## config.mk

```make
export PLATFORM = sky130hd
export DESIGN_NAME = dma_desc_chan
export DESIGN_NICKNAME = d
export VERILOG_FILES = /design/src/rtl/dma_pkg.sv /design/src/rtl/dma_addr_step.sv /design/src/rtl/dma_burst_ctr.sv /design/src/rtl/dma_desc_chan.sv
export SDC_FILE = /design/constraint.sdc
export NUM_CORES = 1
export LEC_CHECK = 0
export CAP_MARGIN = 5
export CORE_ASPECT_RATIO = 0.6
export CORE_MARGIN = 3
export CORE_UTILIZATION = 50
export CTS_BUF_LIST = sky130_fd_sc_hd__clkbuf_4
export CTS_CLUSTER_DIAMETER = 200
export CTS_CLUSTER_SIZE = 16
export DETAILED_ROUTE_END_ITERATION = 8
export PLACE_DENSITY = 0.73
export SETUP_SLACK_MARGIN = 0.02
export SYNTH_ARGS = -nofsm -noshare
export SYNTH_HDL_FRONTEND = slang
export SYNTH_SLANG_ARGS = --single-unit
```

## constraint.sdc

```tcl
create_clock -name clk -period 4.2 [get_ports clk]
set_input_delay 0.84 -clock clk [delete_from_list [all_inputs] [get_ports clk]]
set_output_delay 0.84 -clock clk [all_outputs]
set_load 0.01 [all_outputs]
```

## src/rtl/dma_pkg.sv

```systemverilog
package dma_pkg;

  localparam int WORD_W  = 32;
  localparam int CNT_W   = 14;
  localparam int BCODE_W = 3;
  localparam int BLEN_W  = 2 ** BCODE_W;

  localparam logic [2:0] RIDX_CTRL = 3'd0;
  localparam logic [2:0] RIDX_SRC  = 3'd1;
  localparam logic [2:0] RIDX_DST  = 3'd2;
  localparam logic [2:0] RIDX_NEXT = 3'd3;
  localparam logic [2:0] RIDX_STAT = 3'd4;

  typedef enum logic [1:0] {
    MODE_IDLE  = 2'b00,
    MODE_BASIC = 2'b01,
    MODE_CHAIN = 2'b10,
    MODE_RSVD  = 2'b11
  } mode_e;

  typedef enum logic [2:0] {
    S_IDLE, S_DISPATCH, S_FETCH, S_READ, S_WRITE, S_RELEASE
  } state_e;

  // Field positions are fixed: descriptors fetched from memory use this layout.
  typedef struct packed {
    logic [1:0]       pad_hi;
    logic [CNT_W-1:0] count;
    logic [1:0]       pad_mid;
    logic [1:0]       width;
    logic [1:0]       dstep;
    logic [1:0]       sstep;
    logic             no_irq;
    logic [2:0]       burst;
    logic             pad_lo;
    logic             single;
    logic [1:0]       mode;
  } ctrl_t;

  function automatic logic [2:0] width_bytes(input logic [1:0] width);
    case (width)
      2'b00:   return 3'd1;
      2'b01:   return 3'd2;
      2'b10:   return 3'd4;
      default: return 3'd0;
    endcase
  endfunction

  function automatic logic [2:0] addr_delta(input logic [1:0] step, input logic [1:0] width);
    return (step == 2'b11) ? 3'd0 : width_bytes(width);
  endfunction

  function automatic logic misaligned(input logic [1:0] lsb, input logic [1:0] width);
    case (width)
      2'b01:   return lsb[0];
      2'b10:   return |lsb;
      default: return 1'b0;
    endcase
  endfunction

  // Reversed power-of-two code: 0 -> 128 transfers, 7 -> 1 transfer.
  function automatic logic [BLEN_W-1:0] burst_len(input logic [BCODE_W-1:0] code);
    return BLEN_W'(1) << (~code);
  endfunction

endpackage

```

## src/rtl/dma_addr_step.sv

```systemverilog
module dma_addr_step
  import dma_pkg::*;
#(
  parameter int ADDR_W = 32
) (
  input  logic [ADDR_W-1:0] cur,
  input  logic [1:0]        step,
  input  logic [1:0]        width,
  output logic [ADDR_W-1:0] nxt,
  output logic              misal
);

  assign nxt   = cur + ADDR_W'(addr_delta(step, width));
  assign misal = misaligned(cur[1:0], width);

endmodule

```

## src/rtl/dma_burst_ctr.sv

```systemverilog
module dma_burst_ctr
  import dma_pkg::*;
(
  input  logic               clk,
  input  logic               rst_n,
  input  logic               clr,
  input  logic               step,
  input  logic               single,
  input  logic [BCODE_W-1:0] code,
  output logic               hit
);

  logic [BLEN_W-1:0] cnt_q;
  logic [BLEN_W-1:0] len;

  assign len = burst_len(code);
  assign hit = step && (single || (cnt_q == len - BLEN_W'(1)));

  always_ff @(posedge clk or negedge rst_n) begin
    if (!rst_n)          cnt_q <= '0;
    else if (clr || hit) cnt_q <= '0;
    else if (step)       cnt_q <= cnt_q + BLEN_W'(1);
  end


  burst_wrap_chk: assert property (@(posedge clk) disable iff (!rst_n)
    hit |=> cnt_q == '0) else $error("burst counter did not wrap");


  burst_bound_chk: assert property (@(posedge clk) disable iff (!rst_n)
    !single |-> cnt_q < len) else $error("burst counter past burst length");

endmodule

```

## src/rtl/dma_desc_chan.sv

```systemverilog
module dma_desc_chan
  import dma_pkg::*;
#(
  parameter int ADDR_W = 32
) (
  input  logic              clk,
  input  logic              rst_n,
  input  logic              reg_we,
  input  logic [2:0]        reg_waddr,
  input  logic [31:0]       reg_wdata,
  input  logic [2:0]        reg_raddr,
  output logic [31:0]       reg_rdata,
  output logic              mem_req,
  output logic              mem_we,
  output logic [1:0]        mem_size,
  output logic [ADDR_W-1:0] mem_addr,
  output logic [31:0]       mem_wdata,
  input  logic              mem_ready,
  input  logic [31:0]       mem_rdata,
  output logic              irq_o,
  output logic              busy_o,
  output logic              rearb_o
);

  state_e              state_q;
  ctrl_t               ctrl_q;
  logic [ADDR_W-1:0]   src_q, dst_q, nxt_q, fbase_q;
  logic [1:0]          fidx_q;
  logic [WORD_W-1:0]   data_q;
  logic                irq_q, empty_q, err_q, chain_q;

  // Named events
  logic cfg_wr, stat_wr, start_evt, xfer_done, task_end, bad_task;
  logic set_irq, set_empty, set_err, data_phase, burst_hit;

  logic [ADDR_W-1:0] cur_a [2];
  logic [ADDR_W-1:0] nxt_a [2];
  logic [1:0]        stp_a [2];
  logic              mis_a [2];

  assign cur_a[0] = src_q;
  assign cur_a[1] = dst_q;
  assign stp_a[0] = ctrl_q.sstep;
  assign stp_a[1] = ctrl_q.dstep;

  for (genvar g = 0; g < 2; g++) begin : g_step
    dma_addr_step #(.ADDR_W(ADDR_W)) u_step (
      .cur   (cur_a[g]),
      .step  (stp_a[g]),
      .width (ctrl_q.width),
      .nxt   (nxt_a[g]),
      .misal (mis_a[g])
    );
  end

  assign data_phase = (state_q == S_READ) || (state_q == S_WRITE) || (state_q == S_RELEASE);
  assign xfer_done  = (state_q == S_WRITE) && mem_ready;

  dma_burst_ctr u_burst (
    .clk    (clk),
    .rst_n  (rst_n),
    .clr    (!data_phase),
    .step   (xfer_done),
    .single (ctrl_q.single),
    .code   (ctrl_q.burst),
    .hit    (burst_hit)
  );

  assign cfg_wr    = reg_we && (state_q == S_IDLE) && (reg_waddr != RIDX_STAT);
  assign stat_wr   = reg_we && (reg_waddr == RIDX_STAT);
  assign start_evt = cfg_wr && (reg_waddr == RIDX_CTRL) && (reg_wdata[1:0] != MODE_IDLE);
  assign task_end  = xfer_done && (ctrl_q.count == '0);
  assign bad_task  = (ctrl_q.mode == MODE_RSVD) ||
                     ((ctrl_q.mode == MODE_BASIC) &&
                      ((ctrl_q.width == 2'b11) || mis_a[0] || mis_a[1]));
  assign set_irq   = task_end && !ctrl_q.no_irq;
  assign set_empty = set_irq && chain_q;
  assign set_err   = (state_q == S_DISPATCH) && bad_task;

  // Memory port
  always_comb begin
    mem_req   = (state_q == S_FETCH) || (state_q == S_READ) || (state_q == S_WRITE);
    mem_we    = (state_q == S_WRITE);
    mem_size  = (state_q == S_FETCH) ? 2'b10 : ctrl_q.width;
    mem_wdata = data_q;
    unique case (state_q)
      S_FETCH: mem_addr = fbase_q + ADDR_W'({fidx_q, 2'b00});
      S_READ:  mem_addr = src_q;
      default: mem_addr = dst_q;
    endcase
  end

  // Status flags: a set in the same cycle overrides a clear.
  always_ff @(posedge clk or negedge rst_n) begin
    if (!rst_n) begin
      irq_q   <= 1'b0;
      empty_q <= 1'b0;
      err_q   <= 1'b0;
    end else begin
      if (stat_wr && reg_wdata[0]) irq_q   <= 1'b0;
      if (stat_wr && reg_wdata[1]) empty_q <= 1'b0;
      if (stat_wr && reg_wdata[2]) err_q   <= 1'b0;
      if (set_irq)   irq_q   <= 1'b1;
      if (set_empty) empty_q <= 1'b1;
      if (set_err)   err_q   <= 1'b1;
    end
  end

  // Sequencer and descriptor registers
  always_ff @(posedge clk or negedge rst_n) begin
    if (!rst_n) begin
      state_q <= S_IDLE;
      ctrl_q  <= '0;
      src_q   <= '0;
      dst_q   <= '0;
      nxt_q   <= '0;
      fbase_q <= '0;
      fidx_q  <= '0;
      data_q  <= '0;
      chain_q <= 1'b0;
    end else begin
      unique case (state_q)
        S_IDLE: begin
          if (cfg_wr) begin
            unique case (reg_waddr)
              RIDX_CTRL: ctrl_q <= ctrl_t'(reg_wdata);
              RIDX_SRC:  src_q  <= reg_wdata[ADDR_W-1:0];
              RIDX_DST:  dst_q  <= reg_wdata[ADDR_W-1:0];
              default:   nxt_q  <= reg_wdata[ADDR_W-1:0];
            endcase
          end
          if (start_evt) begin
            state_q <= S_DISPATCH;
            chain_q <= 1'b0;
          end
        end
        S_DISPATCH: begin
          if (bad_task) begin
            ctrl_q.mode <= MODE_IDLE;
            state_q     <= S_IDLE;
          end else begin
            unique case (ctrl_q.mode)
              MODE_BASIC: state_q <= S_READ;
              MODE_CHAIN: begin
                fbase_q <= nxt_q;
                fidx_q  <= 2'd0;
                chain_q <= 1'b1;
                state_q <= S_FETCH;
              end
              default: state_q <= S_IDLE;
            endcase
          end
        end
        S_FETCH: begin
          if (mem_ready) begin
            unique case (fidx_q)
              2'd0:    ctrl_q <= ctrl_t'(mem_rdata);
              2'd1:    src_q  <= mem_rdata[ADDR_W-1:0];
              2'd2:    dst_q  <= mem_rdata[ADDR_W-1:0];
              default: nxt_q  <= mem_rdata[ADDR_W-1:0];
            endcase
            fidx_q <= fidx_q + 2'd1;
            if (fidx_q == 2'd3) state_q <= S_DISPATCH;
          end
        end
        S_READ: begin
          if (mem_ready) begin
            data_q  <= mem_rdata;
            state_q <= S_WRITE;
          end
        end
        S_WRITE: begin
          if (mem_ready) begin
            src_q <= nxt_a[0];
            dst_q <= nxt_a[1];
            if (ctrl_q.count == '0) begin
              ctrl_q.mode <= MODE_IDLE;
              state_q     <= S_IDLE;
            end else begin
              ctrl_q.count <= ctrl_q.count - CNT_W'(1);
              state_q      <= burst_hit ? S_RELEASE : S_READ;
            end
          end
        end
        S_RELEASE: state_q <= S_READ;
        default:   state_q <= S_IDLE;
      endcase
    end
  end

  // Register read port
  always_comb begin
    unique case (reg_raddr)
      RIDX_CTRL: reg_rdata = ctrl_q;
      RIDX_SRC:  reg_rdata = 32'(src_q);
      RIDX_DST:  reg_rdata = 32'(dst_q);
      RIDX_NEXT: reg_rdata = 32'(nxt_q);
      RIDX_STAT: reg_rdata = {28'd0, busy_o, err_q, empty_q, irq_q};
      default:   reg_rdata = '0;
    endcase
  end

  assign irq_o   = irq_q;
  assign busy_o  = (state_q != S_IDLE);
  assign rearb_o = (state_q == S_RELEASE);


  req_hold_chk: assert property (@(posedge clk) disable iff (!rst_n)
    mem_req && !mem_ready |=> mem_req && $stable(mem_addr) && $stable(mem_we) && $stable(mem_size))
    else $error("request dropped or changed before acceptance");


  cnt_dec_chk: assert property (@(posedge clk) disable iff (!rst_n)
    xfer_done && (ctrl_q.count != '0) |=> ctrl_q.count == $past(ctrl_q.count) - CNT_W'(1))
    else $error("count did not step down");


  mode_clear_chk: assert property (@(posedge clk) disable iff (!rst_n)
    task_end |=> (ctrl_q.mode == MODE_IDLE) && !busy_o)
    else $error("mode not cleared at task end");


  irq_mask_chk: assert property (@(posedge clk) disable iff (!rst_n)
    task_end && ctrl_q.no_irq && !irq_q |=> !irq_q)
    else $error("masked task raised completion flag");


  err_quiet_chk: assert property (@(posedge clk) disable iff (!rst_n)
    set_err |=> !mem_req && !busy_o && (ctrl_q.mode == MODE_IDLE))
    else $error("rejected task still active");


  release_resume_chk: assert property (@(posedge clk) disable iff (!rst_n)
    rearb_o |-> !mem_req ##1 (mem_req && !mem_we))
    else $error("release cycle not followed by a read");

endmodule

```

* Yosys cells after proc, flatten, opt, wreduce, memory -nomap -nowiden
Index checks and enable logic that the tools add are counted.
** Storage, ports and cells
- Flip-flop bits (word level) :: 209
- Input port bits :: 74
** Operators by class
- Reductions and logical operators :: 58
- Add/subtract/negate cells :: 7
- Shift-type cells :: 1
- Muxes and demuxes :: 64
- Equality and inequality tests :: 44
- Bitwise gates (word level) :: 2
** Operators with widths (count)
- $mux 32 :: 18
- $pmux 32 s3 :: 2
- $pmux 32 s5 :: 1
- $pmux 32 s2 :: 2
- $add 32x3->32 :: 2
- $pmux 14 s3 :: 1
- $add 32x4->32 :: 1
- $mux 3 :: 10
- $mux 14 :: 2
- $pmux 14 s2 :: 1
- $ne 2x1->1 const B :: 10
- $ne 2x2->1 const B :: 9
- $pmux 3 s6 :: 1
- $eq 2x2->1 const B :: 8
- $mux 8 :: 2
- $reduce_bool 2->1 :: 8
- $eq 3x2->1 const B :: 5
- $logic_and 1x1->1 :: 15
- $reduce_and 5->1 :: 3
- $logic_not 14->1 :: 1
- $mux 2 :: 7
- $sub 14x1->14 const B :: 1
- $eq 3x3->1 const B :: 4
- $pmux 2 s2 :: 3
- other kinds (28) :: 59

* Longest topological paths before layout
- Depth after elaboration :: 10
- Depth in mapped cells :: 11

* By module
Synthesis repeated with hierarchy kept, for this count alone.
** Second synthesis, totals
- Cells, all modules :: 1463
- Area total of the unflattened synthesis :: 13256.5 um^2
** Modules (own cells, without submodules)
- dma_desc_chan :: sequential area each 5029.8 um^2, instances 1, cells an instance 1185, area an instance 11026.8 um^2
- dma_addr_step :: sequential area each 0.0 um^2, instances 2, cells an instance 101, area an instance 763.2 um^2
- dma_burst_ctr :: sequential area each 200.2 um^2, instances 1, cells an instance 76, area an instance 703.2 um^2

* Worst setup path before layout
No wires, ideal clock.
- Path kind :: in2out
- Start :: input port reg_raddr[0]
- End :: output port reg_rdata[30]
- Buffers on the path :: 3
- Path slack :: 1.207 ns
- Data arrival time :: 2.153 ns
- Data required time :: 3.360 ns
- Cell stages on the path :: 7
- Cells stage by stage :: buf_2 > nor2b_1 > and2_1 > buf_2 > buf_1 > a22oi_1 > nand2_1
** Between the ends
- Word-level cells in the longest chain between the ends :: 2
- Elaborated cells between the ends (all ways) :: 6
** Ends and longest elaborated chain
- start: declaration :: line dma_desc_chan.sv:11 : input logic [2:0] reg_raddr,
- $eq 3x3->1 (tied with other cells) :: line dma_desc_chan.sv:193 : unique case (reg_raddr)
- $pmux 32 s5 (*) :: line dma_desc_chan.sv:193
- end: declaration :: line dma_desc_chan.sv:12 : output logic [31:0] reg_rdata,
Mark *: on every way between the ends. The rest lies on a longest branch, timed or not.

* Worst setup path after layout
- Start :: register fidx_q[0]
- End :: output port mem_addr[22]
** Between the ends
- Word-level cells in the longest chain between the ends :: 2
** Ends and longest elaborated chain
- start: declaration :: line dma_desc_chan.sv:28 : logic [1:0] fidx_q;
- start signal: assignment :: line dma_desc_chan.sv:162 : fidx_q <= fidx_q + 2'd1;
- $add 32x4->32 :: line dma_desc_chan.sv:87 : S_FETCH: mem_addr = fbase_q + ADDR_W'({fidx_q, 2'b00});
- $pmux 32 s2 :: line dma_desc_chan.sv:86 : unique case (state_q)
- end: declaration :: line dma_desc_chan.sv:16 : output logic [ADDR_W-1:0] mem_addr,
Every way passes these cells.

==> metrics.txt <==
sw frac 0.484; Bufs on Longest Clock Path 3; syn avg cell area 9.42 um2; CP top delay family buffers and inverters; hold crit path type primary input to async pin; crit path cell chain ha_4 -> fa_2 -> and4_4 -> nand4_4 -> buf_4 -> nor2_1 -> xnor2_1 -> o21ai_0 -> clkdlybuf4s50_1; CP max stage delay 610 ps; remaining antenna violation count 0; Yosys Warn Count 0; post-layout util 0.604; vias after detailed routing 13300; Worst-path clk slew 180 ps; commonest non-fill, non-tap cell in the layout dfrtp_1; RSZ-0062 raised after global routing true; PwrDens ~740 nW/um2; Clk pwr share 0.078; core region area 26600 um2; dpl hpwl between 30000 and 40000 um; Setup Skew 71.6 ps; placement row count 46; top-area cell type share of the netlist area 0.383; fin. max-slew vios 0; Critical Path Start Type register; vias in the first global route 12400; Async S/R FF share, synth 1.00; Yosys reg bits 209; Placed Area 15800 um2; Critical Path RT 3360 ps; clk root buf clkbuf_4; Final Net Count 1686; largest area contributor in the netlist dfrtp_1; Starting Density 0.513; Worst-Skew Late Latency 710 ps; Crit Path Max Fanout 6; period utilization 0.983; Max Cap Viol 0; Worst-Margin Slew 1080 ps; Die Y 134 um; register area share after synthesis 0.383; critical path endpoint category output port; Comb power frac 0.530; initial antenna violation count 2; IO Port Bufs 176; final setup fails 0; share of cells above drive strength 1 0.151; CTS buffer count 17; endpoints failing hold 0; cells after synthesis roughly 1500; kind of critical path register to output port; Detailed Route Iter0 Violations 2083; Clock Sink Count between 200 and 250; Mapped Area 13700 um2; leakage 6.38 nW; pin count of the biggest net entering global routing 89; Total Wirelength around 52000 um; library cells used by synthesis 91; fin worst setup slack 72.0 ps; chip width 219 um; Buf+Inv Stages, Crit Path 2; worst hold slack 101 ps; setup tns final 0 ps; most frequent cells in the layout dfrtp_1, clkdlybuf4s50_1, nand2_1, mux2_2, nor2_1; Fmax achieved 242 MHz; slowest stage cell, crit path clkdlybuf4s50_1; Die Area 29400 um2; Int Pwr 6.14 mW; GP Congestion 1.01; CTS tree yes; headroom to the max-slew limit 0.280; area grow syn2layout 17.8%; total track usage 0.344; Primary FF master, synth dfrtp_1; vias per cell 6.82; Place WS 262 ps; Overflow after GRT 0; htree depth 1; drt drc 0; leading cell types by total area after synthesis dfrtp_1, mux2_2, nand2_1; WP data arrival roughly 3300 ps; Final Critical Period 4130 ps; Max IR drop VDD 0.383 mV; Reg power frac 0.392; Post-synth EDFFs 0; P_sw 5.76 mW; outcome finished, final reports clean; Syn Nets 1554; I/O pins ~180; post-DR wirelength/cell 26.4 um; Final Cell Area 16100 um2; Initial DRT Pass Iterations 6; wire length of the first global-routing pass 78000 um
==> cells by family after synthesis <==
| logic type | after synthesis | share of synthesized area |
|---|---|---|
| adders and majority gates | 29 | 0.0280 |
| and+or+nand+nor | 450 | 0.176 |
| muxes | 132 | 0.107 |
| DFF | 209 | 0.383 |
| xor gates and xnor gates | 39 | 0.0250 |
| AOI/OAI and AO/OA | 448 | 0.234 |
| buffers and inverters | 145 | 0.0481 |
==> layout make-up <==
type	count	area [um2]
multi-input cells	1099	7940
clock buffers	19	143
well taps	360	450
clock inverters	2	20.0
flip-flops and latches	209	5240
inverters	30	113
fillers	2319	10500
diodes	4	10.0
repair buffers	227	2190
==> through the flow <==
stage | power [mW] | instances
after CTS | 11.6 | 1941
after floorplan | 7.71 | 1452
after global routing | 12.5 | 1948
after detailed placement | 10.7 | 1919
final | 11.9 | 1950
after global placement | 10.6 | 1919
==> synth_stat cells (9+ instances only) <==
cell,count
inv_1,28
a22oi_1,17
o31a_1,10
a211oi_1,13
nor4_1,11
nor2b_1,9
ha_1,25
buf_1,13
and4_1,15
buf_4,10
buf_2,48
mux2i_1,27
nand3_1,45
dfrtp_1,209
mux2_2,104
o22ai_1,13
a31oi_1,32
a221o_1,27
nor3_1,55
a22o_1,39
a21oi_1,75
nand2_1,120
and2_1,15
xor2_1,14
nand4_1,16
o21ai_0,79
o31ai_1,21
and3_1,27
nor2_1,89
xnor2_1,25
clkbuf_1,41
o22a_1,17
o211ai_1,23
==> layer usage <==
metal,GRT usage,vias to the layer above,wire [um]
met5,0,-,12
met4,0.0701,2,1280
met3,0.123,101,7600
met2,0.466,953,20600
met1,0.525,6473,22100
li1,-,5763,-
==> sequential cells by signal, indices dropped and copies added, names as in the netlist <==
register / cells
fidx_q: 2
dst_q: 32
err_q: 1
nxt_q: 32
mem_wdata: 32
ctrl_q: 32
chain_q: 1
irq_o: 1
u_burst.cnt_q: 8
state_q: 3
fbase_q: 32
src_q: 32
empty_q: 1
==> timing repair <==
item	in CTS	in global routing
buffers inserted	1	4
hold endpoints to repair	0	0
pin swaps	0	4
cloned	0	1
setup endpoints to repair	22	18
resized for setup	12	15
hold buffers	0	0
==> path summary, 6_finish.rpt <==
check	from	endpoint	slack, ps	cells past startpoint
setup / recovery	fidx_q[0]	mem_addr[22]	70	9
hold / removal	rst_n	err_q	100	1
setup reg to reg	ctrl_q[13]	src_q[28]	830	10
hold reg to reg	mem_wdata[17]	mem_wdata[17]	520	1
max in group asynchronous	rst_n	nxt_q[31]	3160	2
min in group clk	mem_wdata[17]	mem_wdata[17]	520	1
==> power by group through the flow <==
stage               logic, mW  registers, mW  clock network, mW
floorplan                3.91           3.80                  0
global placement         5.99           4.56                  0
detailed placement       6.11           4.58                  0
CTS                      6.15           4.54              0.935
global route             6.74           4.73               1.01
finish                   6.30           4.67              0.925
No activity file was read; power rests on OpenSTA's default activity.
